--- src/rtl/mono_scanout_pkg.sv ---
package mono_scanout_pkg;

   localparam int unsigned DEF_ROWS   = 256;
   localparam int unsigned DEF_COLS   = 512;
   localparam int unsigned DEF_WORD_W = 16;

   function automatic bit is_pow2(int unsigned v);
      return (v != 0) && ((v & (v - 1)) == 0);
   endfunction

   // Index width for a range of n values, never below one bit.
   function automatic int unsigned width_for(int unsigned n);
      return (n < 2) ? 1 : $clog2(n);
   endfunction

endpackage

--- src/rtl/mono_pixel_map.sv ---
module mono_pixel_map import mono_scanout_pkg::*; #(
   parameter int unsigned ROWS   = DEF_ROWS,
   parameter int unsigned COLS   = DEF_COLS,
   parameter int unsigned WORD_W = DEF_WORD_W,
   localparam int unsigned WPR    = COLS / WORD_W,
   localparam int unsigned ROW_W  = width_for(ROWS),
   localparam int unsigned COL_W  = width_for(COLS),
   localparam int unsigned BIT_W  = width_for(WORD_W),
   localparam int unsigned ADDR_W = width_for(ROWS * WPR)
) (
   input  logic [ROW_W-1:0]  row_i,
   input  logic [COL_W-1:0]  col_i,
   output logic [ADDR_W-1:0] word_o,
   output logic [BIT_W-1:0]  bit_o
);

   localparam int unsigned SEL_W = COL_W - BIT_W;

   // Elaboration-time parameter checks
   if (WORD_W < 2 || !is_pow2(WORD_W)) begin : g_bad_word
      $error("WORD_W must be a power of two of at least 2");
   end
   if ((COLS % WORD_W) != 0 || WPR < 2) begin : g_bad_cols
      $error("COLS must be a multiple of WORD_W holding at least two words");
   end
   if (ROWS < 2) begin : g_bad_rows
      $error("ROWS must be at least 2");
   end

   logic [SEL_W-1:0] word_in_row;

   assign bit_o       = col_i[BIT_W-1:0];
   assign word_in_row = col_i[COL_W-1:BIT_W];

   // Power-of-two geometry packs the index by concatenation; any other
   // geometry falls back to a multiply-add.
   if (is_pow2(ROWS) && is_pow2(WPR)) begin : g_concat
      assign word_o = {row_i, word_in_row};
   end else begin : g_mult
      assign word_o = ADDR_W'(int'(row_i) * int'(WPR) + int'(word_in_row));
   end

endmodule

--- src/rtl/mono_scan_raster.sv ---
module mono_scan_raster import mono_scanout_pkg::*; #(
   parameter int unsigned ROWS   = DEF_ROWS,
   parameter int unsigned COLS   = DEF_COLS,
   parameter int unsigned WORD_W = DEF_WORD_W,
   localparam int unsigned ROW_W  = width_for(ROWS),
   localparam int unsigned COL_W  = width_for(COLS),
   localparam int unsigned BIT_W  = width_for(WORD_W),
   localparam int unsigned ADDR_W = width_for(ROWS * (COLS / WORD_W))
) (
   input  logic              clk,
   input  logic              rst,
   output logic              s0_valid_o,
   output logic [ROW_W-1:0]  s0_row_o,
   output logic [COL_W-1:0]  s0_col_o,
   output logic              fetch_en_o,
   output logic [ADDR_W-1:0] fetch_addr_o
);

   localparam logic [ROW_W-1:0] ROW_LAST = ROW_W'(ROWS - 1);
   localparam logic [COL_W-1:0] COL_LAST = COL_W'(COLS - 1);

   logic             run_q;
   logic [ROW_W-1:0] row_q;
   logic [COL_W-1:0] col_q;
   logic [BIT_W-1:0] lane;

   always_ff @(posedge clk) begin
      if (rst) begin
         run_q <= 1'b0;
         row_q <= '0;
         col_q <= '0;
      end else begin
         run_q <= 1'b1;
         if (run_q) begin
            if (col_q == COL_LAST) begin
               col_q <= '0;
               row_q <= (row_q == ROW_LAST) ? '0 : row_q + 1'b1;
            end else begin
               col_q <= col_q + 1'b1;
            end
         end
      end
   end

   mono_pixel_map #(
      .ROWS  (ROWS),
      .COLS  (COLS),
      .WORD_W(WORD_W)
   ) u_addr (
      .row_i (row_q),
      .col_i (col_q),
      .word_o(fetch_addr_o),
      .bit_o (lane)
   );

   // One read per word, issued on the word's leftmost pixel
   assign fetch_en_o = run_q && (lane == '0);
   assign s0_valid_o = run_q;
   assign s0_row_o   = row_q;
   assign s0_col_o   = col_q;

endmodule

--- src/rtl/mono_scan_serializer.sv ---
module mono_scan_serializer import mono_scanout_pkg::*; #(
   parameter int unsigned ROWS   = DEF_ROWS,
   parameter int unsigned COLS   = DEF_COLS,
   parameter int unsigned WORD_W = DEF_WORD_W,
   localparam int unsigned ROW_W = width_for(ROWS),
   localparam int unsigned COL_W = width_for(COLS),
   localparam int unsigned BIT_W = width_for(WORD_W)
) (
   input  logic              clk,
   input  logic              rst,
   input  logic              s0_valid_i,
   input  logic [ROW_W-1:0]  s0_row_i,
   input  logic [COL_W-1:0]  s0_col_i,
   input  logic [WORD_W-1:0] fetch_data_i,
   output logic              pix_valid_o,
   output logic              pix_on_o,
   output logic [ROW_W-1:0]  pix_row_o,
   output logic [COL_W-1:0]  pix_col_o,
   output logic              pix_sof_o,
   output logic              pix_eol_o
);

   localparam logic [COL_W-1:0] COL_LAST = COL_W'(COLS - 1);

   logic              s1_valid_q;
   logic [ROW_W-1:0]  s1_row_q;
   logic [COL_W-1:0]  s1_col_q;
   logic [WORD_W-1:0] shift_q;
   logic              word_start;

   // Stage 1 lines up position with the word the read port returns
   always_ff @(posedge clk) begin
      if (rst) begin
         s1_valid_q <= 1'b0;
         s1_row_q   <= '0;
         s1_col_q   <= '0;
      end else begin
         s1_valid_q <= s0_valid_i;
         s1_row_q   <= s0_row_i;
         s1_col_q   <= s0_col_i;
      end
   end

   assign word_start = (s1_col_q[BIT_W-1:0] == '0);

   // Stage 2: right shift, so bit 0 leaves first as the leftmost pixel
   always_ff @(posedge clk) begin
      if (rst) begin
         pix_valid_o <= 1'b0;
         pix_on_o    <= 1'b0;
         pix_row_o   <= '0;
         pix_col_o   <= '0;
         pix_sof_o   <= 1'b0;
         pix_eol_o   <= 1'b0;
         shift_q     <= '0;
      end else begin
         pix_valid_o <= s1_valid_q;
         if (s1_valid_q) begin
            pix_row_o <= s1_row_q;
            pix_col_o <= s1_col_q;
            pix_sof_o <= (s1_row_q == '0) && (s1_col_q == '0);
            pix_eol_o <= (s1_col_q == COL_LAST);
            if (word_start) begin
               pix_on_o <= fetch_data_i[0];
               shift_q  <= fetch_data_i >> 1;
            end else begin
               pix_on_o <= shift_q[0];
               shift_q  <= shift_q >> 1;
            end
         end else begin
            pix_sof_o <= 1'b0;
            pix_eol_o <= 1'b0;
         end
      end
   end

endmodule

--- src/rtl/mono_scanout.sv ---
module mono_scanout import mono_scanout_pkg::*; #(
   parameter int unsigned ROWS   = DEF_ROWS,
   parameter int unsigned COLS   = DEF_COLS,
   parameter int unsigned WORD_W = DEF_WORD_W,
   localparam int unsigned ROW_W  = width_for(ROWS),
   localparam int unsigned COL_W  = width_for(COLS),
   localparam int unsigned BIT_W  = width_for(WORD_W),
   localparam int unsigned ADDR_W = width_for(ROWS * (COLS / WORD_W))
) (
   input  logic              clk,
   input  logic              rst,
   output logic              fetch_en,
   output logic [ADDR_W-1:0] fetch_addr,
   input  logic [WORD_W-1:0] fetch_data,
   output logic              pix_valid,
   output logic              pix_on,
   output logic [ROW_W-1:0]  pix_row,
   output logic [COL_W-1:0]  pix_col,
   output logic              pix_sof,
   output logic              pix_eol,
   input  logic [ROW_W-1:0]  map_row,
   input  logic [COL_W-1:0]  map_col,
   output logic [ADDR_W-1:0] map_word,
   output logic [BIT_W-1:0]  map_bit
);

   logic             s0_valid;
   logic [ROW_W-1:0] s0_row;
   logic [COL_W-1:0] s0_col;

   mono_scan_raster #(
      .ROWS  (ROWS),
      .COLS  (COLS),
      .WORD_W(WORD_W)
   ) u_raster (
      .clk         (clk),
      .rst         (rst),
      .s0_valid_o  (s0_valid),
      .s0_row_o    (s0_row),
      .s0_col_o    (s0_col),
      .fetch_en_o  (fetch_en),
      .fetch_addr_o(fetch_addr)
   );

   mono_scan_serializer #(
      .ROWS  (ROWS),
      .COLS  (COLS),
      .WORD_W(WORD_W)
   ) u_ser (
      .clk         (clk),
      .rst         (rst),
      .s0_valid_i  (s0_valid),
      .s0_row_i    (s0_row),
      .s0_col_i    (s0_col),
      .fetch_data_i(fetch_data),
      .pix_valid_o (pix_valid),
      .pix_on_o    (pix_on),
      .pix_row_o   (pix_row),
      .pix_col_o   (pix_col),
      .pix_sof_o   (pix_sof),
      .pix_eol_o   (pix_eol)
   );

   mono_pixel_map #(
      .ROWS  (ROWS),
      .COLS  (COLS),
      .WORD_W(WORD_W)
   ) u_helper (
      .row_i (map_row),
      .col_i (map_col),
      .word_o(map_word),
      .bit_o (map_bit)
   );

endmodule

--- config.mk ---
export PLATFORM = sky130hd
export DESIGN_NAME = mono_scanout
export DESIGN_NICKNAME = d
export VERILOG_FILES = /design/src/rtl/mono_scanout_pkg.sv /design/src/rtl/mono_pixel_map.sv /design/src/rtl/mono_scan_raster.sv /design/src/rtl/mono_scan_serializer.sv /design/src/rtl/mono_scanout.sv
export SDC_FILE = /design/constraint.sdc
export NUM_CORES = 1
export LEC_CHECK = 0
export ABC_AREA = 1
export BUFFER_PORTS_ARGS = -buffer_cell sky130_fd_sc_hd__buf_2
export CORE_UTILIZATION = 50
export DETAILED_ROUTE_END_ITERATION = 6
export HOLD_SLACK_MARGIN = 0.15
export PLACE_DENSITY = 0.78
export SLEW_MARGIN = 20
export SYNTH_ARGS = -nofsm -noshare
export SYNTH_HDL_FRONTEND = slang
export SYNTH_SLANG_ARGS = --single-unit
export TNS_END_PERCENT = 30
--- constraint.sdc ---
create_clock -name clk -period 2.4 [get_ports clk]
set_input_delay 0.24 -clock clk [delete_from_list [all_inputs] [get_ports clk]]
set_output_delay 0.24 -clock clk [all_outputs]
set_load 0.005 [all_outputs]
==> run summary, run 1 <==
Status: finished clean
Count of cell types in the netlist: 26
First-pass GRT wire length: 10.6 mm
Die height: 81.0 um
CTS Buf Count: 9
Fin area: 3490 um^2
Synthesis Warnings: 0
Initial Util: 52.3%
CTS Hold Buffers Added: 1
IO Pins: 87
Final HPWL DP: 4.44 mm
Yosys top cell by area: dfxtp_1
Setup CP Type: register to register
Worst-Margin Slew: 0.561 ns
Largest net degree at the start of global routing: 38
Layout cells sized above 1: 18.3%
Vias: 2,627
Final WL: 6.31 mm
P per Cell Area: 735 nW/um^2
Leak pwr: 1.71 nW
Crit path time final: 1.98 ns
Setup Total Neg Slack: 0 ns
Gr usage total: 21.0%
Core area: 5960 um^2
Combinational power share: 7.4%
Max-cap viol count: 0
Layout Nets: 495
Post-Synthesis Cells: 426
Internal Power: 1.99 mW
Drt first pass iters: 5
Switching Share: 22.5%
Post-DP Area: 3240 um^2
Clock tree sinks: 72
RSZ-0062 raised after global routing: false
CTS tree: built
Initial antenna violation count: 0
Sequential share of power: 49.4%
GP Congestion: 0.894
Slew headroom: 62.5%
Critical Path Start Type: register
DIE AREA: 6550 um^2
Setup Fix Bufs, Post-CTS: 0
Area share of the largest cell type after synthesis: 46.2%
Mean area per synthesized cell: 7.32 um^2
Seq/Total Area, Yosys: 46.2%
# rows: 28
WP data required: 2.62 ns
Via density: 4.91
P&R area growth vs syn: 11.9%
Clk_skew: 0.00577 ns
Post_cts resized: 0
Clock root buffer: clkbuf_8
Grt ovf: 0
Setup violations, final: 0
NetSw: 578 uW
Die Wd: 81.0 um
Final ANT Viol Nets: 0
Skew-Pair Late Insertion Delay: 0.34 ns
Maximum vdd ir drop: 433 uV
Iter 0 DRT Violations: 109
CP arrival: 2.20 ns
Post-Syn Area: 3120 um^2
CTS H-tree depth: 3
Ranking of synthesized cells by area: dfxtp_1, nor2_1, nand2_1, nand3_1, buf_4
Maximum fanout along the worst path: 5
Final Hold Viols: 0
Fmax: 0.505 GHz
Fin crit share: 82.5%
Slew Limit Fails: 0
IO buf count: 52
Clock power share: 43.2%
HP Class: input pin to register
Antenna Cells: 0
Worst-path clk slew: 0.07 ns
DRC viols: 0
Synthesized Nets: 466
DR WL/cell: 11.8 um
Number of global-route vias before repair: 2,407
Crit. End Element: register
Synth Register Bits: 72
Clock tree buffer depth: 2
[state kept, by name, indices dropped and copies added, names as in the netlist]
| signal | flops |
|---|---|
| u_raster.s0_col_o | 9 |
| u_raster.s0_row_o | 8 |
| u_raster.s0_valid_o | 1 |
| u_ser.pix_col_o | 9 |
| u_ser.pix_eol_o | 1 |
| u_ser.pix_on_o | 1 |
| u_ser.pix_row_o | 8 |
| u_ser.pix_sof_o | 1 |
| u_ser.pix_valid_o | 1 |
| u_ser.s1_col_q | 9 |
| u_ser.s1_row_q | 8 |
| u_ser.s1_valid_q | 1 |
| u_ser.shift_q | 15 |
[critical path: stages, from the launching register on]
cell and delay (ns):
dfxtp_1 0.36, ha_1 0.23, nand2_1 0.08, nor2_1 0.21, nand3_1 0.10, nor2_1 0.15
ha_1 0.24, nand2_4 0.10, nor2_2 0.20, nand3_1 0.09, nand2_1 0.07, nor2_1 0.03
[power by group through the flow]
stage	Combinational [mW]	Clock (mW)	Sequential (mW)
detailed placement	0.188	0	1.29
global route	0.218	1.19	1.27
CTS	0.192	1.14	1.27
finish	0.191	1.11	1.27
floorplan	0.165	0	1.29
global placement	0.185	0	1.29
[area by class of cell]
class	count	area, um^2
repair buffers	57	300
clock buffers	12	165
fillers	567	2470
inverters	53	200
multi-input cells	262	1210
well taps	75	93.8
flip-flops and latches	72	1440
clock inverters	4	73.8
[stage by stage]
step                total power, mW  util [%]  hold WS, ns  worst slack, ns  instances
finish                         2.56      58.6        0.226            0.421        535
global route                   2.68      58.6        0.230            0.185        535
CTS                            2.60      58.6        0.205            0.463        535
detailed placement             1.48      54.4        0.455            0.479        518
global placement               1.48      54.4        0.446            0.636        518
floorplan                      1.45         -        0.380            0.753        426
[path summary, 6_finish.rpt]
path	cells after the start	end	from	slack, ns
setup / recovery	11	u_raster.s0_row_o[4]	u_raster.s0_col_o[0]	0.42
hold reg to reg	2	u_ser.pix_row_o[0]	u_ser.s1_row_q[0]	0.46
setup reg to reg	11	u_raster.s0_row_o[4]	u_raster.s0_col_o[0]	0.42
hold / removal	5	u_ser.shift_q[13]	fetch_data[14]	0.23
[layer usage]
metal  vias up  global-route usage [%]  routed length [um]
met2        54                    36.1                2910
met5         -                       0                   0
met1      1196                    24.4                2930
met3        20                    6.74                 349
met4         0                    7.68                 114
li1       1357                       -                   -
[logic make-up (layout without fill, tap and decap cells)]
family	after synthesis	after routing	synth area share, %
and+or+nand+nor	219	219	30.3
buffers and inverters	92	126	14.8
DFF	72	72	46.2
AOI/OAI and AO/OA	37	37	6.34
adders and majority gates	5	5	2.01
xor gates and xnor gates	1	1	0.281
[Yosys cell counts]
master and instances:
nor2_2 2, o22a_1 1, a21oi_1 13, clkinv_2 1, buf_2 11, xor2_1 1
nand3_1 45, nand2_4 2, clkbuf_1 2, a211oi_1 1, o21ai_0 18, buf_4 25
nand4_1 4, o21ai_2 1, ha_1 5, a21boi_0 1, buf_6 1, dfxtp_1 72
inv_2 2, inv_1 50, nor4_1 1, nor3_1 3, nand2_1 78, nor2_4 4
o21ai_1 2, nor2_1 80
[cells in the final DEF (no fill, tap or decap)]
cell type	instances
nand2_4	2
nor4_1	1
nor3_1	3
nand4_1	4
o21ai_1	2
inv_2	2
ha_1	5
buf_4	4
inv_1	50
a21oi_1	13
nor2_2	2
clkinv_2	2
nor2_1	80
a21boi_0	1
buf_2	52
nor2_4	4
a211oi_1	1
o22a_1	1
bufinv_16	2
xor2_1	1
o21ai_2	1
nand2_1	78
nand3_1	45
o21ai_0	18
dlygate4sd3_1	1
dfxtp_1	72
clkbuf_8	12
inv_6	1
(Power assumes the default switching activity.)
==> run 2, diff against run 1 <==
ABC_AREA = 0   (was 1)
PLACE_DENSITY = 0.79   (was 0.78)
clock period = 2 ns   (was 2.4 ns; I/O delays follow)
==> run summary, run 2 <==
Status: finished clean
Largest register by flop count: u_ser.shift_q
Core area: 5570 um^2 (-6.4%)
Layout cells sized above 1: 28.0% (+9.8 points)
Yosys top cell by area: dfxtp_1
Slowest stage cell, crit path: or4b_2
Maximum fanout along the worst path: 2 (-3)
Die height: 78.4 um (-3.2%)
Setup WS pre-CTS: 0.0603 ns (-0.419 ns)
Via density: 5.25 (+6.9%)
DRC viols: 0 (unchanged)
Clk_skew: 0.00680 ns (+0.00103 ns)
DR WL/cell: 14.1 um (+20%)
Critical Path Start Type: register
Largest stage delay on the critical path: 0.66 ns (+0.30 ns)
Post-Syn Area: 2920 um^2 (-6.4%)
Skew-Pair Late Insertion Delay: 0.34 ns (about the same)
Clock root buffer: clkbuf_8
Post-route setup slack: 0.000129 ns (-0.421 ns)
Setup CP Type: register to register
NetSw: 616 uW (+6.5%)
CTS H-tree depth: 3 (unchanged)
IO buf count: 52 (unchanged)
HP Class: input pin to register
Switching Share: 23.2% (+0.67 points)
Initial Util: 52.3% (about the same)
Clock power share: 35.8% (-7.4 points)
Area share of the largest cell type after synthesis: 49.4% (+3.2 points)
Gr usage total: 19.8% (-1.2 points)
Post-DP Area: 3150 um^2 (-2.9%)
Antenna Cells: 0 (unchanged)
Synthesized Nets: 345 (-26%)
Fmax: 0.500 GHz (-1.0%)
Post-synth EDFFs: 0 (unchanged)
CTS tree: built
Vias: 2,230 (-15%)
Commonest cells after routing, fill and taps aside: dfxtp_1, buf_2, nor2_1
CP arrival: 2.28 ns (+0.08 ns)
Mean area per synthesized cell: 9.57 um^2 (+31%)
Post-Synthesis Cells: 305 (-28%)
Bufs and invs on worst path: 0 (unchanged)
Number of global-route vias before repair: 1,947 (-19%)
Drt first pass iters: 4 (-1)
GP Congestion: 0.841 (-5.9%)
Synthesis Warnings: 0 (unchanged)
Pwr Total: 2.65 mW (+3.5%)
DIE AREA: 6140 um^2 (-6.2%)
# rows: 27 (-3.6%)
Die Wd: 78.4 um (-3.2%)
Crit. End Element: register
Maximum vdd ir drop: 479 uV (+11%)
Final WL: 6.01 mm (-4.9%)
Iter 0 DRT Violations: 127 (+17%)
WP data required: 2.28 ns (-0.34 ns)
Internal Power: 2.04 mW (+2.6%)
Worst-path clk slew: 0.07 ns (about the same)
First-pass GRT wire length: 9.32 mm (-12%)
Leak pwr: 1.51 nW (-12%)
Worst-Margin Slew: 0.362 ns (-0.199 ns)
Largest net degree at the start of global routing: 27 (-29%)
Seq/Total Area, Yosys: 49.4% (+3.2 points)
Fin crit share: 100% (+18 points)
Clock tree buffer depth: 2 (unchanged)
Count of cell types in the netlist: 36 (+38%)
Fin util: 61.0% (+2.4 points)
Setup violations, final: 0 (unchanged)
Filler Cell Count: 474 (-16%)
Commonest non-fill, non-tap cell in the layout: dfxtp_1
Final ANT Viol Nets: 0 (unchanged)
Synth Register Bits: 72 (unchanged)
CTS Buf Count: 9 (unchanged)
Max-cap viol count: 0 (unchanged)
Fin area: 3400 um^2 (-2.5%)
Ranking of synthesized cells by area: dfxtp_1, mux2i_1, buf_4, nor2_1, a211oi_1
Cell-by-cell trace of the critical path: ha_4 -> nand3_4 -> nor3_4 -> ha_2 -> nand4_1 -> or4b_2 -> nand3_1
Grt ovf: 0 (unchanged)
Multi-input gate area in the final layout: 1260 um^2 (+4.0%)
Most numerous cell in the Yosys netlist: dfxtp_1
Initial antenna violation count: 0 (unchanged)
Sequential share of power: 56.6% (+7.2 points)
Slew Limit Fails: 0 (unchanged)
FF/Latch Area: 1450 um^2 (+0.35%)
Slew headroom: 75.6% (+13 points)
P per Cell Area: 781 nW/um^2 (+6.2%)
Final Hold Viols: 0 (unchanged)
Flip-flop count of the largest register after layout: 15 (unchanged)
Post-synth top cells: dfxtp_1, nor2_1, mux2i_1
Async SR Flop Fraction: 0% (unchanged)
Delay-heaviest family, CP: simple AND/OR/NAND/NOR gates
IO Pins: 87 (unchanged)
Crit path time final: 2.00 ns (+0.0208 ns)
Layout Nets: 390 (-21%)
P&R area growth vs syn: 16.5%
Combinational power share: 7.6% (+0.2 points)
Final HPWL DP: 3.98 mm (-10%)
Synth Flop Type: dfxtp_1
Clock tree sinks: 72 (unchanged)
## run 2: cell types whose count changed in the layout (fill, tap and decap cells not counted), moves of 13 or more
cell	before	now
buf_4	4	18
nor2b_1	0	13
o21ai_0	18	5
a211oi_1	1	15
nor2_1	80	46
mux2i_1	0	33
inv_1	50	8
nand3_1	45	9
nand2_1	78	13
## run 2: worst register-to-register path: stages (launching register included)
cell and delay, ns:
dfxtp_2 0.37, ha_4 0.16, nand3_4 0.09, nor3_4 0.21, ha_2 0.22, nand4_1 0.14
or4b_2 0.66, nand3_1 0.10
## run 2: power groups by stage
| stage | clock network [mW] | registers (mW) | logic (mW) |
|---|---|---|---|
| finish | 0.949 | 1.50 | 0.202 |
| global route | 1.04 | 1.51 | 0.227 |
| CTS | 0.974 | 1.50 | 0.195 |
| detailed placement | 0 | 1.53 | 0.193 |
| global placement | 0 | 1.53 | 0.189 |
| floorplan | 0 | 1.52 | 0.169 |
## run 2: per-stage QoR
stage / TNS, ns / hold WS, ns / std cells
finish: 0 / 0.202 / 425
detailed placement: 0 / 0.400 / 405
global placement: 0 / 0.400 / 405
CTS: 0 / 0.190 / 420
floorplan: 0 / 0.368 / 305
global route: -0.365 / 0.210 / 425
## run 2: layout make-up
type                            count  share of cell area, %
Clock buffer                       13                   4.38
Multi-Input combinational cell    187                   37.1
Tap cell                           72                   2.65
Inverter                            8                  0.883
Clock inverter                      1                  0.147
Sequential cell                    72                   42.5
Timing Repair Buffer               72                   12.3
## run 2: final timing paths
path | depth (start not counted) | from | slack [ns] | end
max reg2reg | 7 | u_raster.s0_col_o[1] | 0.0001 | u_raster.s0_row_o[7]
min reg2reg | 2 | u_ser.shift_q[14] | 0.48 | u_ser.shift_q[14]
max | 7 | u_raster.s0_col_o[1] | 0.0001 | u_raster.s0_row_o[7]
min | 3 | fetch_data[8] | 0.20 | u_ser.shift_q[7]
## run 2: cells by family after synthesis
group / synth area share (%)
xor+xnor: 0.901
fa+ha+maj: 2.14
simple gates: 18.3
buf+inv: 9.35
mux: 11.3
flops: 49.4
compound gates: 8.62
## run 2: per-layer routing
metal | vias to the layer above | part of all wire, % | GRT usage (%)
li1 | 1122 | - | -
met1 | 1025 | 46 | 26.0
met2 | 75 | 47 | 29.6
met3 | 8 | 6.4 | 6.74
met4 | 0 | 1.0 | 8.52
met5 | - | 0 | 0
## run 2: what timing repair did
item                                   4_1_cts  5_1_grt
setup buffers                                0        6
hold buffers                                 1        0
endpoints found under the hold margin        1        0
gates resized for setup                      0       12
setup endpoints to repair                    0        5
